`src/rtl/evt_stamp_cap.sv`:
```
module evt_stamp_cap #(
  parameter int TW = 32,
  parameter int CW = 8
) (
  input  logic          clk,
  input  logic          rst_n,
  input  logic [TW-1:0] time_cnt,
  input  logic          evt_pin,
  input  logic          int_trig,
  input  logic [1:0]    addr,
  input  logic          wr_en,
  input  logic [15:0]   wr_data,
  output logic [15:0]   rd_data
);
  localparam logic [CW-1:0] CMAX = {CW{1'b1}};
  localparam int PADW = 13 - CW;

  logic [2:0]    sync_q;
  logic [2:0]    cfg_q;
  logic          src_q, valid_q, err_q;
  logic [TW-1:0] ts_q;
  logic [CW-1:0] cnt_q;

  wire rose    = sync_q[1] & ~sync_q[2];
  wire fell    = ~sync_q[1] & sync_q[2];
  wire pin_ev  = cfg_q[0] ? fell : rose;
  wire ev      = src_q ? int_trig : pin_ev;
  wire cfg_wr  = wr_en && addr == 2'd0;
  wire stat_wr = wr_en && addr == 2'd1;
  wire unused_wd = ^wr_data[12:3];

  always_ff @(posedge clk) begin
    if (!rst_n) begin
      sync_q  <= '0;
      cfg_q   <= '0;
      src_q   <= 1'b0;
      valid_q <= 1'b0;
      err_q   <= 1'b0;
      ts_q    <= '0;
      cnt_q   <= '0;
    end else begin
      sync_q <= {sync_q[1:0], evt_pin};
      if (cfg_wr) cfg_q <= wr_data[2:0];
      if (stat_wr) src_q <= wr_data[13];

      if (ev) valid_q <= 1'b1;
      else if (stat_wr) valid_q <= valid_q & wr_data[15];

      if (ev && valid_q) err_q <= 1'b1;
      else if (stat_wr) err_q <= err_q & wr_data[14];

      if (ev && (!valid_q || cfg_q[1])) ts_q <= time_cnt;

      if (stat_wr) cnt_q <= '0;
      else if (ev && cfg_q[2] && cnt_q != CMAX) cnt_q <= cnt_q + 1'b1;
    end
  end

  always_comb begin
    case (addr)
      2'd0:    rd_data = {13'd0, cfg_q};
      2'd1:    rd_data = {valid_q, err_q, src_q, {PADW{1'b0}}, cnt_q};
      2'd2:    rd_data = ts_q[15:0];
      default: rd_data = ts_q[TW-1:16];
    endcase
  end
endmodule

```
`config.mk`:
```
export PLATFORM = sky130hd
export DESIGN_NAME = evt_stamp_cap
export DESIGN_NICKNAME = d
export VERILOG_FILES = /design/src/rtl/evt_stamp_cap.sv
export SDC_FILE = /design/constraint.sdc
export NUM_CORES = 1
export LEC_CHECK = 0
export BUFFER_PORTS_ARGS = -buffer_cell sky130_fd_sc_hd__clkbuf_2
export CAP_MARGIN = 15
export CORE_UTILIZATION = 51
export DETAILED_ROUTE_END_ITERATION = 8
export PLACE_DENSITY = 0.8
export SYNTH_ARGS = -nofsm -noshare
export SYNTH_HDL_FRONTEND = slang
export SYNTH_SLANG_ARGS = --single-unit
```
`constraint.sdc`:
```
create_clock -name clk -period 1.6 [get_ports clk]
set_input_delay 0 -clock clk [delete_from_list [all_inputs] [get_ports clk]]
set_output_delay 0 -clock clk [all_outputs]
set_load 0.01 [all_outputs]
```
---- Word-level counts from Yosys, hierarchy flattened ----
Cells that the tools add are included.
storage, ports and cells
  register bits ........................... 49
  input bits .............................. 55
  output and inout bits ................... 16
  logic and storage cells ................. 37
operators by class
  add/subtract/negate cells ............... 1
  equality and inequality tests ........... 3
  mux-type cells .......................... 7
  bitwise operators ....................... 7
  reduce and logical (&&, ||, !) cells .... 12
operators by type and width
  cell                                                              number
  16-bit one-hot mux with 3 select lines                            1
  8-bit by 1-bit adder with 8-bit output (second input constant)    1
  8-bit != test (second input constant)                             1
  1-bit logical AND                                                 6
  1-bit 2-to-1 mux                                                  6
  1-bit bitwise AND                                                 4
  2-bit nonzero test                                                2
  1-bit NOT                                                         3
  2-bit by 1-bit == test with 1-bit output (second input constant)  1
  2-bit == test (second input constant)                             1
  2-bit logical NOT                                                 1
  2-bit OR reduction                                                1
  1-bit logical NOT                                                 1
  1-bit logical OR                                                  1

---- Longest topological paths before layout ----
  word-level depth ........................ 6
  depth in mapped cells ................... 5
  mapped depth without buffers ............ 5

---- Least setup slack after synthesis ----
No wires, ideal clock.
  path type ............................... register to register
  start ................................... register cfg_q[0]
  end ..................................... register cnt_q[4]
  arrival time ............................ 1.437 ns
  setup slack ............................. 0.093 ns
  cell stages (with the launch flop) ...... 5
  path through ............................ dfxtp_1 -> nor3b_4 -> o311ai_4 -> or4_1 -> a21oi_1
between the ends
  longest elaborated chain between the ends .. 4
ends and longest elaborated chain
  element                          line  source
  start, declared                  19    logic [2:0] cfg_q;
  start signal, assigned           43    if (cfg_wr) cfg_q <= wr_data[2:0];
  1-bit 2-to-1 mux                 26    wire pin_ev = cfg_q[0] ? fell : rose;
  1-bit 2-to-1 mux                 27    wire ev = src_q ? int_trig : pin_ev;
  1-bit logical AND (2 in series)  55    else if (ev && cfg_q[2] && cnt_q != CMAX) cnt_q <= cnt_q + 1'b1;
  end signal, assigned             55
  end, declared                    22    logic [CW-1:0] cnt_q;
No other way between the ends.
A chain may end at the register's enable or synchronous reset.

---- Worst setup path in the final report ----
  start ................................... register cfg_q[0]
  end ..................................... register ts_q[6]
between the ends
  longest elaborated chain between the ends .. 3
ends and longest elaborated chain
  element               line  source
  1-bit 2-to-1 mux      26
  1-bit 2-to-1 mux      27
  1-bit logical AND     52    if (ev && (!valid_q || cfg_q[1])) ts_q <= time_cnt;
  end signal, assigned  52
  end, declared         21    logic [TW-1:0] ts_q;
No other way between the ends.

==> flow_metrics.py <==
metrics = {
    "clocking": {
        "cts_buffer_depth": 2,
        "clock_latency_ps": 300,
        "root_buffer": "clkbuf_8",
        "cts_tree": "yes",
        "clk_pin_slew_ps": 90,
        "numCtsBuffers": 5,
        "htree_levels": 2,
        "cts_sinks": 49,
    },
    "global_route": {
        "grt_usage": 0.255,
        "antenna_found_initial": 0,
        "grt_pass1_vias": 2193,
        "grt_max_degree": 49,
        "grt_overflow_total": 0,
        "grt_pass1_wl_um": 9780,
    },
    "timing": {
        "fin_crit_ps": 1560,
        "holdWs_ps": 60.1,
        "fmax_mhz": 640,
        "tightest_slew_ps": 595,
        "tns_ps": 0,
        "period_share": 0.976,
        "setup_viol": 0,
        "slew_violations": 0,
        "clock-skew-final_ps": 7.97,
        "finalHoldViolations": 0,
        "rsz0062_at_grt": "true",
        "slew_headroom": 0.602,
    },
    "floorplanning": {
        "io_pins": 71,
        "die_w_um": 69.0,
        "start_util": 0.530,
        "core_um2": 4320,
        "core.rowCount": 24,
        "die_area_um2": 4760,
        "die_h_um": 69.0,
    },
    "routing": {
        "via_per_inst": 5.43,
        "wl_per_cell_um": 14.9,
        "first_pass_iters": 5,
        "drt-total-wl_um": 6180,
        "drc": 0,
        "drt_iter0_drc": 81,
        "vias": 2253,
        "ant_nets": 0,
    },
    "critical_path": {
        "crit_slowest_cell": "dfxtp_4",
        "critical_path_arrival_ps": 1790,
        "crit_fanout": 24,
        "cp.required_ps": 1830,
        "crit_type": "register to register",
        "reg2reg_slack_ps": 40,
        "path_cells": "and3b_2 -> o311ai_4 -> buf_4 -> clkbuf_16 -> nand3_1 -> o21ai_0",
        "cpPeakStageDelay_ps": 370,
        "startpoint_type": "register",
        "end_kind": "register",
    },
    "synth": {
        "yosysWarnings": 0,
        "synth_area_leaders": "dfxtp_1, o21ai_0, nand3_1",
        "syn-num-nets": 314,
        "avgSynthCellArea_um2": 8.88,
        "synth_seq_cells": 49,
        "synthesis.area_um2": 2290,
        "netlist.area_leader.share": 0.428,
        "yosys.cell_types.count": 39,
        "ys_seq_area_frac": 0.428,
        "netlist_instances": 258,
        "yosysTopAreaCell": "dfxtp_1",
    },
    "placement": {
        "dp_hpwl_um": 3670,
        "routabilityCongestion": 0.868,
        "dp_cells": 362,
        "port_buffers": 60,
    },
    "flow_run": {
        "cap_violations": 0,
    },
    "pwr": {
        "power_density_nw_per_um2": 745,
        "peakVddDrop_uv": 542,
        "p_leak_nw": 1.33,
        "total_power_w": 0.00241,
    },
    "finish": {
        "fin_cells": 415,
        "drive_gt1_frac": 0.298,
        "antennaDiodeCount": 0,
        "final_util": 0.748,
        "syn2layout_area_growth_pct": 41.2,
        "fill_cells": 330,
        "final_nets": 418,
    },
    "run_status": {
        "outcome": "completed",
    },
    "min_path": {
        "hp-class": "input port to register",
    },
}
per-layer routing:
metal / vias up / routed length, um / part of all wire / global-route usage
li1: 1138 / - / - / -
met1: 1040 / 2610 / 0.42 / 0.304
met2: 63 / 3190 / 0.52 / 0.441
met3: 12 / 277 / 0.045 / 0.0570
met4: 0 / 109 / 0.018 / 0.0998
met5: - / 0 / 0 / 0
layout make-up:
type	instances	area, um2	area share
Clock buffer	6	72.6	0.0224
Clock inverter	2	10.0	0.00309
Inverter	3	11.3	0.00348
Multi-Input combinational cell	187	1240	0.382
Sequential cell	49	987	0.305
Tap cell	52	65.1	0.0201
Timing Repair Buffer	116	853	0.264
registers in the layout (all words and copies together) (netlist names):
signal / flops
cnt_q: 8
valid_q: 1
ts_q: 32
sync_q: 3
err_q: 1
cfg_q: 3
src_q: 1
placed cells by master, fill, tap and decap left out, types with 3 or more instances in the layout:
cell type / instances
mux2_2: 8
a21oi_1: 4
mux2i_1: 9
dfxtp_1: 46
o21ai_1: 7
inv_1: 3
buf_4: 14
nor2b_1: 9
clkbuf_2: 60
nand3_1: 35
clkbuf_8: 5
o21ai_0: 31
nand2_1: 37
o31ai_1: 4
a22o_1: 8
and2_1: 5
dlygate4sd3_1: 38
logic make-up after synthesis:
| family | share of synthesized area |
|---|---|
| fa+ha+maj | 0.00546 |
| flops | 0.428 |
| mux | 0.110 |
| buf+inv | 0.0410 |
| compound gates | 0.186 |
| simple gates | 0.230 |
where the power goes:
group | internal (W) | switching, W
Clock | 0.000303 | 0.000395
Combinational | 0.000222 | 0.000192
Sequential | 0.00127 | 0.0000293
worst paths after layout:
kind	startpoint	end	depth (start not counted)
worst max-delay path	cfg_q[0]	ts_q[6]	6
worst min-delay path	wr_data[14]	err_q	4
worst max register to register	cfg_q[0]	ts_q[6]	6
worst min register to register	sync_q[0]	sync_q[1]	1
through the flow:
stage | setup WS [ps] | instance area (um2)
after floorplan | 93.2 | 2290
after detailed placement | -48.3 | 2670
final | 38.1 | 3240
after global routing | -26.1 | 3240
after CTS | 11.3 | 3140
after global placement | 23.2 | 2670
Yosys cell counts, drive strengths merged:
cell	count
o21ai	39
dfxtp	49
or2b	1
nand3b	1
or4	3
nor3b	2
a21oi	5
mux2	8
and3b	1
mux4	3
or3	2
o211ai	1
nand3	35
clkbuf	13
mux2i	9
buf	6
o311ai	3
nor2b	9
and4	1
inv	3
nor3	1
nor2	1
a22o	8
a21boi	2
nand4	2
ha	1
nand2b	1
nand2	37
o31ai	5
and2	5
o41ai	1
worst max-delay path, delay by kind of cell, from the launching register on:
kind                   cells  cell delay, ps
buffers and inverters      2             360
AOI/OAI and AO/OA          2             410
and+or+nand+nor            2             350
DFF                        1             370
timing repair:
item | 4_1_cts | 5_1_grt
cloned | 0 | 1
pin swaps | 1 | 7
setup buffers | 1 | 5
endpoints found under the setup margin | 4 | 15
hold buffers | 38 | 0
gates resized for setup | 1 | 15
hold endpoints to repair | 37 | 0
Power figures use the tool's default switching activity.
